File: src/rtl/acc_tok_pkg.sv
package acc_tok_pkg;
  // Basic-block positions in the token ring
  localparam int NUM_BB  = 4;
  localparam int BB_INIT = 0;
  localparam int BB_POP  = 1;
  localparam int BB_UPD  = 2;
  localparam int BB_PUSH = 3;

  typedef logic [NUM_BB-1:0] tok_vec_t;
endpackage

File: src/rtl/acc_bb_init.sv
module acc_bb_init #(
  parameter int DATA_W = 32,
  parameter int IDX_W  = 4
) (
  input  logic              clk,
  input  logic              rst_n,
  input  logic              go_in,
  output logic              tok,
  output logic              go_out,
  output logic [DATA_W-1:0] sum_q,
  output logic [IDX_W-1:0]  idx_q
);
  // Single-cycle block: takes the token, clears live-outs, passes the token on
  assign go_out = tok;

  always_ff @(posedge clk or negedge rst_n) begin
    if (!rst_n) begin
      tok   <= 1'b1;
      sum_q <= '0;
      idx_q <= '0;
    end else begin
      tok <= go_in;
      if (tok) begin
        sum_q <= '0;
        idx_q <= '0;
      end
    end
  end

  AST_INIT_SINGLE_CYCLE: assert property (@(posedge clk) disable iff (!rst_n)
    tok |=> !tok);
endmodule

File: src/rtl/acc_bb_pop.sv
module acc_bb_pop #(
  parameter int DATA_W = 32,
  parameter int IDX_W  = 4
) (
  input  logic              clk,
  input  logic              rst_n,
  input  logic              go_init,
  input  logic              go_loop,
  input  logic [DATA_W-1:0] sum_init,
  input  logic [IDX_W-1:0]  idx_init,
  input  logic [DATA_W-1:0] sum_loop,
  input  logic [IDX_W-1:0]  idx_loop,
  input  logic              in_valid,
  input  logic [DATA_W-1:0] in_data,
  output logic              in_ready,
  output logic              go_out,
  output logic [DATA_W-1:0] sum_q,
  output logic [IDX_W-1:0]  idx_q,
  output logic [DATA_W-1:0] tmp_q
);
  logic              tok;
  logic              from_loop_q;
  logic              fire;
  logic [DATA_W-1:0] sum_sel;
  logic [IDX_W-1:0]  idx_sel;

  assign in_ready = tok;
  assign fire     = tok & in_valid;
  assign go_out   = fire;

  // Entry muxes: live-ins come from the clear block or from the update block
  assign sum_sel = from_loop_q ? sum_loop : sum_init;
  assign idx_sel = from_loop_q ? idx_loop : idx_init;

  always_ff @(posedge clk or negedge rst_n) begin
    if (!rst_n) begin
      tok         <= 1'b0;
      from_loop_q <= 1'b0;
      sum_q       <= '0;
      idx_q       <= '0;
      tmp_q       <= '0;
    end else begin
      tok <= go_init | go_loop | (tok & ~fire);
      if (go_init)      from_loop_q <= 1'b0;
      else if (go_loop) from_loop_q <= 1'b1;
      if (fire) begin
        tmp_q <= in_data;
        sum_q <= sum_sel;
        idx_q <= idx_sel;
      end
    end
  end

  AST_POP_SINGLE_ENTRY: assert property (@(posedge clk) disable iff (!rst_n)
    !(go_init && go_loop));
  AST_POP_NO_REENTRY: assert property (@(posedge clk) disable iff (!rst_n)
    (go_init || go_loop) |-> !tok);
  AST_POP_GAP: assert property (@(posedge clk) disable iff (!rst_n)
    (in_valid && in_ready) |=> !in_ready);
  AST_POP_WAITS: assert property (@(posedge clk) disable iff (!rst_n)
    (in_ready && !in_valid) |=> in_ready);
endmodule

File: src/rtl/acc_bb_update.sv
module acc_bb_update #(
  parameter int DATA_W     = 32,
  parameter int IDX_W      = 4,
  parameter int LOOP_COUNT = 8
) (
  input  logic              clk,
  input  logic              rst_n,
  input  logic              go_in,
  input  logic [DATA_W-1:0] sum_in,
  input  logic [IDX_W-1:0]  idx_in,
  input  logic [DATA_W-1:0] tmp_in,
  output logic              go_loop,
  output logic              go_exit,
  output logic [DATA_W-1:0] sum_q,
  output logic [IDX_W-1:0]  idx_q
);
  localparam bit POW2_LIMIT = (LOOP_COUNT > 1) && ((LOOP_COUNT & (LOOP_COUNT - 1)) == 0);

  logic              tok;
  logic [DATA_W-1:0] sum_next;
  logic [IDX_W-1:0]  idx_next;
  logic              below;

  // Parallel functional units
  assign sum_next = sum_in + tmp_in;
  assign idx_next = idx_in + IDX_W'(1);

  generate
    if (POW2_LIMIT) begin : g_cmp_msb
      assign below = ~idx_next[IDX_W-1];
    end else begin : g_cmp_full
      assign below = idx_next < IDX_W'(LOOP_COUNT);
    end
  endgenerate

  // Predicated branch
  assign go_loop = tok & below;
  assign go_exit = tok & ~below;

  always_ff @(posedge clk or negedge rst_n) begin
    if (!rst_n) begin
      tok   <= 1'b0;
      sum_q <= '0;
      idx_q <= '0;
    end else begin
      tok <= go_in;
      if (tok) begin
        sum_q <= sum_next;
        idx_q <= idx_next;
      end
    end
  end

  AST_IDX_BOUND: assert property (@(posedge clk) disable iff (!rst_n)
    tok |-> (idx_in < IDX_W'(LOOP_COUNT)));
  AST_EXIT_AT_LIMIT: assert property (@(posedge clk) disable iff (!rst_n)
    go_exit |=> (idx_q == IDX_W'(LOOP_COUNT)));
  AST_UPD_ONE_BRANCH: assert property (@(posedge clk) disable iff (!rst_n)
    !(go_loop && go_exit));
endmodule

File: src/rtl/acc_bb_push.sv
module acc_bb_push #(
  parameter int DATA_W = 32
) (
  input  logic              clk,
  input  logic              rst_n,
  input  logic              go_in,
  input  logic [DATA_W-1:0] sum_in,
  input  logic              out_ready,
  output logic              out_valid,
  output logic [DATA_W-1:0] out_data,
  output logic              go_out
);
  logic tok;

  assign out_valid = tok;
  assign out_data  = sum_in;
  assign go_out    = tok & out_ready;

  always_ff @(posedge clk or negedge rst_n) begin
    if (!rst_n) tok <= 1'b0;
    else        tok <= go_in | (tok & ~out_ready);
  end

  AST_OUT_HOLD: assert property (@(posedge clk) disable iff (!rst_n)
    (out_valid && !out_ready) |=> (out_valid && $stable(out_data)));
endmodule

File: src/rtl/acc_token_filter.sv
module acc_token_filter #(
  parameter int DATA_W     = 32,
  parameter int LOOP_COUNT = 8
) (
  input  logic              clk,
  input  logic              rst_n,
  input  logic              in_valid,
  output logic              in_ready,
  input  logic [DATA_W-1:0] in_data,
  output logic              out_valid,
  input  logic              out_ready,
  output logic [DATA_W-1:0] out_data
);
  import acc_tok_pkg::*;

  localparam int IDX_W = $clog2(LOOP_COUNT + 1);

  tok_vec_t          tok_all;
  logic              tok_init;
  logic              go_init_pop, go_pop_upd, go_upd_pop, go_upd_push, go_push_init;
  logic [DATA_W-1:0] sum_init, sum_pop, sum_upd, tmp_pop;
  logic [IDX_W-1:0]  idx_init, idx_pop, idx_upd;
  logic              upd_busy;

  acc_bb_init #(.DATA_W(DATA_W), .IDX_W(IDX_W)) u_init (
    .clk(clk), .rst_n(rst_n), .go_in(go_push_init), .tok(tok_init),
    .go_out(go_init_pop), .sum_q(sum_init), .idx_q(idx_init)
  );

  acc_bb_pop #(.DATA_W(DATA_W), .IDX_W(IDX_W)) u_pop (
    .clk(clk), .rst_n(rst_n), .go_init(go_init_pop), .go_loop(go_upd_pop),
    .sum_init(sum_init), .idx_init(idx_init), .sum_loop(sum_upd), .idx_loop(idx_upd),
    .in_valid(in_valid), .in_data(in_data), .in_ready(in_ready), .go_out(go_pop_upd),
    .sum_q(sum_pop), .idx_q(idx_pop), .tmp_q(tmp_pop)
  );

  acc_bb_update #(.DATA_W(DATA_W), .IDX_W(IDX_W), .LOOP_COUNT(LOOP_COUNT)) u_upd (
    .clk(clk), .rst_n(rst_n), .go_in(go_pop_upd), .sum_in(sum_pop), .idx_in(idx_pop),
    .tmp_in(tmp_pop), .go_loop(go_upd_pop), .go_exit(go_upd_push),
    .sum_q(sum_upd), .idx_q(idx_upd)
  );

  acc_bb_push #(.DATA_W(DATA_W)) u_push (
    .clk(clk), .rst_n(rst_n), .go_in(go_upd_push), .sum_in(sum_upd),
    .out_ready(out_ready), .out_valid(out_valid), .out_data(out_data), .go_out(go_push_init)
  );

  // Update block holds the token exactly when it is resolving a branch
  assign upd_busy         = go_upd_pop | go_upd_push;
  assign tok_all[BB_INIT] = tok_init;
  assign tok_all[BB_POP]  = in_ready;
  assign tok_all[BB_UPD]  = upd_busy;
  assign tok_all[BB_PUSH] = out_valid;

  AST_ONE_TOKEN: assert property (@(posedge clk) disable iff (!rst_n)
    $countones(tok_all) == 1);
  AST_NO_POP_PUSH: assert property (@(posedge clk) disable iff (!rst_n)
    !(in_ready && out_valid));
  AST_STALL_BLOCKS_INPUT: assert property (@(posedge clk) disable iff (!rst_n)
    (out_valid && !out_ready) |=> !in_ready);
  AST_FRAME_RESTART: assert property (@(posedge clk) disable iff (!rst_n)
    (out_valid && out_ready) |=> tok_init);
endmodule

File: config.mk
export PLATFORM = sky130hd
export DESIGN_NAME = acc_token_filter
export DESIGN_NICKNAME = d
export VERILOG_FILES = /design/src/rtl/acc_tok_pkg.sv /design/src/rtl/acc_bb_init.sv /design/src/rtl/acc_bb_pop.sv /design/src/rtl/acc_bb_update.sv /design/src/rtl/acc_bb_push.sv /design/src/rtl/acc_token_filter.sv
export SDC_FILE = /design/constraint.sdc
export NUM_CORES = 1
export LEC_CHECK = 0
export BUFFER_PORTS_ARGS = -buffer_cell sky130_fd_sc_hd__buf_2
export CORE_UTILIZATION = 45
export CTS_CLUSTER_DIAMETER = 150
export DETAILED_ROUTE_END_ITERATION = 7
export SETUP_SLACK_MARGIN = 0.05
export SYNTH_ARGS = -nofsm -noshare
export SYNTH_HDL_FRONTEND = slang
export SYNTH_SLANG_ARGS = --single-unit
export TNS_END_PERCENT = 10
File: constraint.sdc
create_clock -name clk -period 3.4 [get_ports clk]
set_input_delay 0.17 -clock clk [delete_from_list [all_inputs] [get_ports clk]]
set_output_delay 0.17 -clock clk [all_outputs]
set_load 0.02 [all_outputs]
---- After elaboration in Yosys (flattened, before gate mapping) ----
Index checks and enable logic that the tools add are counted.
cells by class
  $mul .................................... 0
  reduce and logical (&&, ||, !) cells .... 1
  $lt $le $gt $ge ......................... 0
  div/mod/pow operators ................... 0
  mux-type cells .......................... 4
  shift-type cells ........................ 0
  add/sub/neg operators ................... 2
  bitwise gates (word level) .............. 12
  equality and inequality tests ........... 0
operator list
  cell                                                           number
  32-bit adder                                                   1
  32-bit two-way mux                                             1
  1-bit AND                                                      6
  4-bit by 1-bit adder with 4-bit output, second input constant  1
  4-bit two-way mux                                              1
  1-bit NOT                                                      3
  1-bit OR                                                       3
  1-bit two-way mux                                              2
  2-bit nonzero test                                             1
storage, ports and cells
  memory bits (writable) .................. 0
  logic and storage cells ................. 29
  flip-flop bits (word level) ............. 109
  memories kept ........................... 0
  bits in latches ......................... 0
  output and inout port bits .............. 34
  ROM bits ................................ 0

---- Longest topological paths before layout ----
Gate-level depths: netlist of run 1.
  depth in word-level cells ............... 5
  mapped depth ............................ 9
  gate-level depth less buffers ........... 9

---- Hierarchy ----
A second synthesis of run 1 with hierarchy kept.
second synthesis, totals
  cell total of the unflattened synthesis .. 670
  area, all modules ....................... 6864.1 µm²
modules (own cells, without submodules)
  module         area each (µm²)  cells an instance  sequential area each (µm²)  instances
  acc_bb_update  3160.5           359                925.9                       1
  acc_bb_pop     3111.7           236                1751.7                      1
  acc_bb_init    307.8            39                 26.3                        1
  acc_bb_push    284.0            36                 25.0                        1

---- Worst setup path after synthesis of run 1 ----
OpenSTA, ideal clock, no wires.
  kind .................................... register to register
  start point ............................. reg u_pop.sum_q[0]
  end point ............................... reg u_upd.sum_q[16]
  required time ........................... 3275 ps
  arrival ................................. 2552 ps
  stages on the path, launching flop included .. 10
  setup slack ............................. 724 ps
  path buffers ............................ 0
  setup time .............................. 125 ps
  path through ............................ dfrtp_1 ha_1 fa_1 a21o_2 a311o_1 a31oi_1 nor2_1 a221oi_1 xnor2_1 mux2_2
on the way
  cells in the longest elaborated chain, start to end .. 1
RTL lines
  what                    line                 text
  from (decl)             acc_bb_pop.sv:17     output logic [DATA_W-1:0] sum_q,
  from (signal assigned)  acc_bb_pop.sv:48     sum_q <= sum_sel;
  32-bit adder            acc_bb_update.sv:25  assign sum_next = sum_in + tmp_in;
  to (signal assigned)    acc_bb_update.sv:48  sum_q <= sum_next;
  to (decl)               acc_bb_update.sv:14  output logic [DATA_W-1:0] sum_q,
No other way between the ends.
A chain may end at the register's enable or synchronous reset.

---- Worst setup path in the final report of run 1 ----
Ends and elaborated chain as after synthesis.

==> results of run 1 <==
-- repair_timing --
item	4_1_cts	5_1_grt
hold endpoints to repair	63	0
hold buffers	2	0
resized for setup	0	0
setup buffers	0	0
-- stage by stage --
step	std cells	area [sq um]
floorplan	596	5914
global placement	808	6402
detailed placement	808	6402
CTS	826	6723
global route	826	6723
finish	826	6723
-- routing by layer --
layer  vias to the layer above  GRT usage, %
li1                       2234             -
met4                         0         5.992
met5                         -             0
met2                        79         34.04
met1                      2209         28.21
met3                        10         5.293
-- worst max-delay path, cell delays in order, from the launching register on --
cell and delay [ns]:
dfrtp_1 0.39, ha_1 0.25, fa_1 0.42, a21o_2 0.25, a311o_1 0.43, a31oi_1 0.28, nor2_1 0.13, a221oi_1 0.40
xnor2_1 0.12, mux2_2 0.27
-- cell type report --
class,count,share of cell area [%]
Multi-Input combinational cell,440,44.80
Sequential cell,109,40.59
Clock buffer,11,3.611
Timing Repair Buffer,76,6.216
Inverter,13,0.7259
Clock inverter,5,0.8561
Tap cell,172,3.201
-- registers in the layout (all words and copies together), names as in the netlist --
signal             cells
u_pop.sum_q           32
u_pop.tmp_q           32
u_upd.sum_q           32
u_pop.idx_q            4
u_upd.idx_q            4
u_init.go_out          1
u_pop.from_loop_q      1
u_pop.in_ready         1
u_push.out_valid       1
u_upd.tok              1
-- placed cells by master (no fill, tap or decap), types with 3 or more instances in the layout --
cell,instances
inv_1,12
nand4_1,4
clkbuf_16,9
ha_1,32
a21oi_1,38
o22ai_1,3
mux2_2,51
xor2_1,6
buf_4,5
o21bai_1,3
nor3_1,4
o21ai_0,50
nand3_1,16
o211ai_1,3
buf_2,68
a21o_1,13
o221ai_1,4
o21a_1,7
nand2_1,98
or3_1,3
a211oi_1,5
nor2_1,27
o31ai_1,6
a31oi_1,4
dfrtp_1,108
a21boi_0,3
xnor2_1,18
nand2b_1,3
-- power breakdown --
part / internal, mW / total (mW) / switching, mW
logic: 1.78 / 4.24 / 2.47
registers: 1.90 / 2.32 / 0.415
clock network: 0.593 / 1.08 / 0.486
-- cells by family (layout without fill, tap and decap cells) --
family                   after synthesis  count (layout)  share of synthesized area (%)
AO/OA/AOI/OAI                        160             160                          17.52
XOR/XNOR                              24              24                          3.554
adder cells (fa/ha/maj)               33              33                          7.108
buffers and inverters                 47             105                          2.983
flip-flops                           109             109                          46.14
multiplexers                          53              53                          10.05
AND/OR/NAND/NOR                      170             170                          12.65
-- how the worst max path moves through the flow --
stage / start / end / slack (ns) / cells after the start
floorplan: u_pop.sum_q[0]$_DFFE_PN0P_ / u_upd.sum_q[16]$_DFFE_PN0P_ / 0.72 / 9
global placement: u_pop.sum_q[0]$_DFFE_PN0P_ / u_upd.sum_q[28]$_DFFE_PN0P_ / 0.48 / 9
detailed placement: u_pop.sum_q[0]$_DFFE_PN0P_ / u_upd.sum_q[16]$_DFFE_PN0P_ / 0.42 / 9
CTS: u_pop.sum_q[0]$_DFFE_PN0P_ / u_upd.sum_q[16]$_DFFE_PN0P_ / 0.34 / 9
global route: u_pop.sum_q[0]$_DFFE_PN0P_ / u_upd.sum_q[16]$_DFFE_PN0P_ / 0.16 / 9
finish: u_pop.sum_q[0]$_DFFE_PN0P_ / u_upd.sum_q[16]$_DFFE_PN0P_ / 0.35 / 9
==> flow_summary_export.csv, run 1 <==
group,metric,value,unit
yosys,syn_nets,665,
pwr,leakage,3.111,nW
pwr,vdd_drop_max,495.4,uV
drt,wl_per_cell,16.02,microns
place,post-place-ws,0.4189,ns
yosys,yosys.area.top_type_share,45.69,%
yosys,synth-seq-area-share,46.14,%
clock_tree,clkLatencyLatePin,0.36,ns
timing,relSlewSlack,43.00,%
yosys,synth.avg_cell_area,9.924,sq um
drt,drt_iter0_markers,264,
grt,grt_overflow,0,
min_path,hold_path_end,"u_pop.tmp_q[18]$_DFFE_PN0P_",
yosys,synthTopCellsByCount,"dfrtp_1 (108), nand2_1 (99), mux2_2 (51)",
floorplan,coreArea,0.01272,sq mm
floorplan,die_w,116.6,microns
clock_tree,tritoncts,"yes",
grt,grt_pass1_wl,21870,microns
drt,via_per_inst,5.487,
grt,track_usage,21.11,%
floorplan,dieArea,0.01361,sq mm
worst_setup_path,r2r_cells,9,
grt,antenna_found_initial,0,
final_layout,synthToLayoutAreaGrowth,13.67,%
final_layout,postLayoutCoreUtil,52.84,%
floorplan,io_pins,70,
yosys,syn_inst,596,
flow_run,maxCapViolations,0,
outcome,outcome,"finished clean",
yosys,yosys.cell_count.top_type,"dfrtp_1",
yosys,yosys_warnings,0,
final_layout,drive_above_1_share,23.24,%
place,dp_hpwl,9249,microns
timing,setup_viol,0,
final_layout,fin_nets,718,
worst_setup_path,critPathKind,"flop to flop",
yosys,yosysTopAreaCell,"dfrtp_1",
place,routabilityCongestion,0.9333,
timing,post-route-min-period,3.052,ns
drt,wl_met1,6306,microns
min_path,min_from,"in_data[18]",
grt,grt_max_degree,73,
worst_setup_path,cp-start-kind,"flop",
final_layout,final-seq-area,0.002729,sq mm
timing,rsz0062_at_grt,"no",
timing,hold_violations,0,
yosys,synthesis.area,0.005914,sq mm
timing,slew_violations,0,
drt,via_count,4532,
yosys,synth_area_leaders,"dfrtp_1 (46%), mux2_2 (9.7%), ha_1 (6.8%)",
yosys,synthFlopType,"dfrtp_1",
timing,fin_tns_setup,0,ns
min_path,hold_path_depth,2,
clock_tree,clk_path_buf_depth,2,
pwr,report.power.total,7.644,mW
timing,fin_ws,0.3482,ns
yosys,synth_edf_count,0,
final_layout,antenna_cells,0,
floorplan,fp.dieH,116.6,microns
timing,timing.fmax,327.7,MHz
clock_tree,cts_max_level,3,
place,place.port_buffers,69,
timing,timing.final.crit_share,89.76,%
worst_setup_path,worstPathRequired,3.65,ns
final_layout,multi_input_comb_area,0.003012,sq mm
drt,wl_met3,542,microns
timing,max_slew.worst_pin.slew,0.8549,ns
yosys,synthArstFlopShare,100.0,%
worst_setup_path,cp_max_fo,5,
final_layout,fill_cells,1212,
grt,grt_pass1_vias,4352,
worst_setup_path,arrival,3.30,ns
clock_tree,numCtsBuffers,9,
drt,drt_wl_total,13240,microns
drt,route.detailed.drc,0,
clock_tree,path_clk_slew,0.07,ns
yosys,ys_ff_latch,109,
worst_setup_path,worst_setup_path_end_kind,"flop",
worst_setup_path,rr_startpoint,"u_pop.sum_q[0]$_DFFE_PN0P_",
floorplan,initial_utilization,46.49,%
timing,timing.hold.ws,0.03441,ns
pwr,power.density,1137,mW/mm^2
clock_tree,cts.sinks,109,
drt,ant_nets,0,
drt,drt-pass1-iter-count,5,
worst_setup_path,ff2ff_setup_slack,0.35,ns
worst_setup_path,r2r_end,"u_upd.sum_q[16]$_DFFE_PN0P_",
floorplan,rows,41,
yosys,synth_cell_types,58,
min_path,hold_path.class,"primary input to flop",
clock_tree,root_buffer,"clkbuf_16",
drt,highest_layer,"met4",
timing,fin_worst_skew,0.01110,ns
drt,route.met2.wl,6278,microns
(Power assumes the default switching activity.)
==> inputs of run 2 (changes only) <==
Clock period 3.4 ns to 3.82 ns, I/O delays scaled along.
==> run 2 against run 1 <==
Routed wire length up 0.63%. Critical path type unchanged. Die area unchanged. First-iteration DRC count shrank 2.3%. Largest power group unchanged. Clock skew fell by 0.0025 ns. Highest routed layer unchanged. Count of clock-buffer cells in the layout is 1 lower. Sequential share of layout area unchanged.
==> flow_summary_export.csv, run 2 (synthesis gave the netlist of run 1 again) <==
group,metric,value,unit
outcome,outcome,"finished clean",
floorplan,dieArea,0.01361,sq mm
clock_tree,holdBufCountCts,1,
min_path,hold_path.class,"primary input to flop",
timing,rsz0062_at_grt,"no",
worst_setup_path,cp-start-kind,"flop",
grt,grt_pass1_vias,4473,
place,place.port_buffers,69,
clock_tree,tritoncts,"yes",
timing,max_slew.worst_pin.slew,0.7978,ns
final_layout,drive_above_1_share,23.39,%
grt,antenna_found_initial,0,
clock_tree,path_clk_slew,0.07,ns
clock_tree,numCtsBuffers,9,
grt,grt_pass1_wl,22110,microns
place,dp_hpwl,9470,microns
clock_tree,root_buffer,"clkbuf_16",
min_path,hold_path_depth,2,
timing,timing.final.crit_share,77.76,%
clock_tree,cts_resized,0,
worst_setup_path,worst_setup_path_end_kind,"flop",
grt,grt_overflow,0,
floorplan,initial_utilization,46.49,%
timing,fin_tns_setup,0,ns
floorplan,coreArea,0.01272,sq mm
grt,track_usage,21.10,%
timing,hold_violations,0,
timing,relSlewSlack,46.75,%
grt,grt_max_degree,73,
drt,route.detailed.drc,0,
clock_tree,cts_setup_buffers,0,
final_layout,layout_common_cells,"dfrtp_1 (108), nand2_1 (98), buf_2 (68), mux2_2 (51), o21ai_0 (50)",
flow_run,maxCapViolations,0,
drt,wl_per_cell,16.12,microns
timing,post-route-min-period,2.971,ns
final_layout,synthToLayoutAreaGrowth,13.67,%
final_layout,fin_nets,718,
final_layout,antenna_cells,0,
worst_setup_path,worstPathRequired,4.06,ns
pwr,leakage,3.110,nW
drt,drt_wl_total,13320,microns
drt,via_count,4641,
drt,via_per_inst,5.619,
final_layout,multi_input_comb_area,0.003012,sq mm
place,routabilityCongestion,0.9248,
worst_setup_path,r2r_cells,9,
drt,drt_iter0_markers,258,
clock_tree,cts.sinks,109,
final_layout,largestRegisters,"u_pop.sum_q x32, u_pop.tmp_q x32, u_upd.sum_q x32",
worst_setup_path,critPathKind,"flop to flop",
timing,setup_viol,0,
floorplan,io_pins,70,
floorplan,rows,41,
timing,slew_violations,0,
clock_tree,clkLatencyLatePin,0.36,ns
final_layout,fill_cells,1183,
drt,drt-pass1-iter-count,5,
worst_setup_path,arrival,3.21,ns
floorplan,fp.dieH,116.6,microns
final_layout,mostFrequentLayoutCell,"dfrtp_1",
final_layout,final-seq-area,0.002729,sq mm
pwr,power.density,1019,mW/mm^2
clock_tree,clk_path_buf_depth,2,
drt,ant_nets,0,
timing,timing.fmax,336.6,MHz
clock_tree,cts_max_level,3,
timing,fin_worst_skew,0.008573,ns
pwr,report.power.total,6.851,mW
floorplan,die_w,116.6,microns
worst_setup_path,cp_max_fo,5,
pwr,vdd_drop_max,470.1,uV
## run 2: cell types whose count changed in the layout (fill, tap and decap cells not counted), sizes merged
| cell | previous run | this run |
|---|---|---|
| buf | 74 | 75 |
| bufinv | 1 | 2 |
| clkbuf | 11 | 10 |
| clkinv | 4 | 3 |
| clkinvlp | 0 | 1 |
| dlygate4sd3 | 2 | 1 |
## run 2: final cells by class
class                   count  share of cell area (%)
flip-flops and latches    109                   40.59
clock inverters             6                   1.284
well taps                 172                   3.201
clock buffers              10                   3.406
repair buffers             76                   5.993
multi-input cells         440                   44.80
inverters                  13                  0.7259
## run 2: stage by stage
stage	util, %	setup WS (ns)	cell area (sq um)	cells	hold slack, ns
2_1_floorplan	-	1.144	5914	596	-0.1046
3_3_place_gp	50.29	0.8988	6397	809	0.2408
3_5_place_dp	50.29	0.8863	6397	809	0.2504
4_1_cts	52.84	0.8611	6723	826	0.02331
5_1_grt	52.84	0.6506	6723	826	0.02898
6_report	52.84	0.8495	6723	826	0.03567
## run 2: worst paths after layout
kind / startpoint / endpoint / slack (ns)
setup / recovery: u_pop.sum_q[0]$_DFFE_PN0P_ / u_upd.sum_q[28]$_DFFE_PN0P_ / 0.85
hold / removal: out_ready / u_push.out_valid$_DFF_PN0_ / 0.04
setup reg to reg: u_pop.sum_q[0]$_DFFE_PN0P_ / u_upd.sum_q[28]$_DFFE_PN0P_ / 0.85
hold reg to reg: u_pop.sum_q[10]$_DFFE_PN0P_ / u_pop.sum_q[10]$_DFFE_PN0P_ / 0.49
max in group asynchronous: rst_n / u_pop.sum_q[17]$_DFFE_PN0P_ / 2.58
min in group asynchronous: rst_n / u_push.out_valid$_DFF_PN0_ / 0.39
## run 2: per-layer routing
metal	wire length (microns)	global-route usage, %	vias to the layer above
li1	-	-	2235
met1	6242	28.32	2241
met2	6268	34.00	142
met3	606	5.138	23
met4	201	5.992	0
met5	0	0	-
## run 2: power by group
group          switching, mW  total [mW]  internal (mW)  leakage [nW]
combinational           2.21        3.79           1.58          1.63
sequential             0.364        2.06           1.70          1.32
clock                  0.421       0.996          0.575         0.153
total                   3.00        6.85           3.85          3.11
## run 2: critical path, cell delays in order (launching register included)
cell and delay, ns:
dfrtp_1 0.39, ha_1 0.25, fa_1 0.42, a21o_2 0.25, a311o_1 0.44, a31oi_1 0.25, o31ai_1 0.18, o31ai_1 0.33
mux2i_1 0.12, a211o_1 0.23
==> inputs of run 3 (changes only) <==
Settings changed: PLACE_DENSITY set to 0.67.
Clock period 3.82 ns to 2.6 ns, I/O delays scaled along.
==> run 3 against run 2 <==
The run now ends with setup timing left. Clock skew shrank 0.0016 ns. Sequential share of layout area decreased by 3.1 points. Power rose by 56%. Hold slack lost 0.026 ns. Highest routed layer unchanged. Final cell count up 6.3%. Final area up 8.2%. Die area is the same. Non-clock buffer count grew 52. Largest cell class unchanged. Clock power is 33% higher.
==> flow_summary_export.csv, run 3 (synthesis gave the netlist of run 1 again) <==
group,metric,value,unit
place,post-place-ws,-0.1908,ns
pwr,p_clk_share,12.4,%
grt,antenna_found_initial,0,
drt,drt_wl_total,13750,microns
clock_tree,clkLatencyLatePin,0.36,ns
drt,route.detailed.drc,0,
timing,timing.final.crit_share,104.0,%
clock_tree,clk_path_buf_depth,2,
timing,fin_ws,-0.1050,ns
timing,timing.fmax,369.7,MHz
final_layout,layout_common_cells,"dfrtp_1 (108), nand2_1 (98), buf_2 (68), mux2_2 (50), o21ai_0 (49)",
drt,ant_nets,0,
grt,grt_pass1_wl,23060,microns
final_layout,fin_nets,770,
flow_run,maxCapViolations,0,
drt,drt-pass1-iter-count,5,
final_layout,drive_above_1_share,28.33,%
drt,via_per_inst,5.420,
floorplan,rows,41,
worst_setup_path,worstPathRequired,2.89,ns
drt,via_count,4759,
final_layout,synthToLayoutAreaGrowth,22.93,%
pwr,p_int,5.980,mW
pwr,p_seq_share,29.0,%
timing,slew_violations,0,
place,routabilityCongestion,0.9443,
pwr,power.density,1469,mW/mm^2
grt,grt_overflow,0,
clock_tree,tritoncts,"yes",
clock_tree,cts_max_level,3,
timing,fin_tns_setup,-0.3542,ns
floorplan,fp.dieH,116.6,microns
clock_tree,cts.sinks,109,
worst_setup_path,arrival,3.00,ns
outcome,outcome,"finished with violations",
floorplan,die_w,116.6,microns
outcome,violations,"setup timing",
grt,grt_pass1_vias,4661,
timing,relSlewSlack,44.59,%
timing,hold_violations,0,
final_layout,mostFrequentLayoutCell,"dfrtp_1",
floorplan,initial_utilization,46.49,%
worst_setup_path,worst_setup_path_end_kind,"flop",
pwr,leakage,3.366,nW
worst_setup_path,cp-start-kind,"flop",
pwr,switching_share,44.00,%
worst_setup_path,critPathKind,"flop to flop",
pwr,combPwrFrac,58.6,%
place,place.port_buffers,69,
floorplan,io_pins,70,
drt,wl_per_cell,15.66,microns
final_layout,largestRegisters,"u_pop.sum_q x32, u_pop.tmp_q x32, u_upd.sum_q x32",
clock_tree,numCtsBuffers,9,
floorplan,coreArea,0.01272,sq mm
worst_setup_path,cp_max_fo,3,
pwr,p_switching,4.699,mW
drt,drt_iter0_markers,240,
place,dp_hpwl,9817,microns
timing,timing.hold.ws,0.009295,ns
timing,max_slew.worst_pin.slew,0.8102,ns
timing,rsz0062_at_grt,"yes",
timing,setup_viol,8,
floorplan,dieArea,0.01361,sq mm
timing,fin_worst_skew,0.006924,ns
grt,track_usage,21.84,%
final_layout,fill_cells,1103,
min_path,hold_path.class,"primary input to flop",
clock_tree,path_clk_slew,0.08,ns
pwr,vdd_drop_max,598.2,uV
final_layout,antenna_cells,0,
clock_tree,root_buffer,"clkbuf_16",
grt,grt_max_degree,49,
timing,post-route-min-period,2.705,ns
[run 3: final timing paths]
path	startpoint	to	slack, ns	cells past startpoint
setup / recovery	u_pop.tmp_q[1]$_DFFE_PN0P_	u_upd.sum_q[29]$_DFFE_PN0P_	-0.10	9
max in group asynchronous	rst_n	u_pop.sum_q[11]$_DFFE_PN0P_	1.58	3
min in group asynchronous	rst_n	u_pop.in_ready$_DFF_PN0_	0.24	2
setup reg to reg	u_pop.tmp_q[1]$_DFFE_PN0P_	u_upd.sum_q[29]$_DFFE_PN0P_	-0.10	9
hold / removal	in_data[3]	u_pop.tmp_q[3]$_DFFE_PN0P_	0.009	2
hold reg to reg	u_upd.idx_q[3]$_DFFE_PN0P_	u_upd.idx_q[3]$_DFFE_PN0P_	0.49	1
[run 3: layer usage]
layer	vias up	global-route usage, %	wire length (microns)
met3	14	4.515	549
met5	-	0	0
met1	2296	30.17	6487
li1	2335	-	-
met2	114	34.99	6543
met4	0	5.823	171
[run 3: through the flow]
step	util, %	std cells	instance area [sq um]	power, mW
CTS	56.69	877	7212	10.57
finish	57.15	878	7271	10.68
global route	57.15	878	7271	11.55
floorplan	-	596	5923	7.179
global placement	52.16	838	6636	8.849
detailed placement	52.16	838	6636	8.991
[run 3: cell type report]
cell class	instances	area, sq um	area share, %
clock buffers	9	225.2	3.098
clock inverters	7	56.30	0.7744
inverters	13	48.80	0.6711
multi-input cells	440	3132	43.07
flip-flops and latches	109	2729	37.53
well taps	172	215.2	2.960
repair buffers	128	864.6	11.89
[run 3: power by group through the flow]
stage,clock network (mW),logic [mW],registers [mW]
after global placement,0,5.77,3.08
final,1.32,6.26,3.10
after CTS,1.37,6.11,3.09
after floorplan,0,3.95,3.23
after detailed placement,0,5.87,3.12
after global routing,1.43,6.92,3.19
[run 3: critical path: stages, from the launching register on]
cell and delay [ns]:
dfrtp_1 0.40, ha_1 0.32, a211o_1 0.31, a2111oi_4 0.39, nor4_2 0.10, o31ai_1 0.31, buf_4 0.18, a21oi_1 0.07
or4_1 0.47, nand3_1 0.09
[run 3: repair_timing]
action	CTS	global route
pin swaps	13	11
hold endpoints to repair	47	0
endpoints found under the setup margin	18	20
gates resized for setup	15	8
setup buffers	0	1
hold buffers	23	0
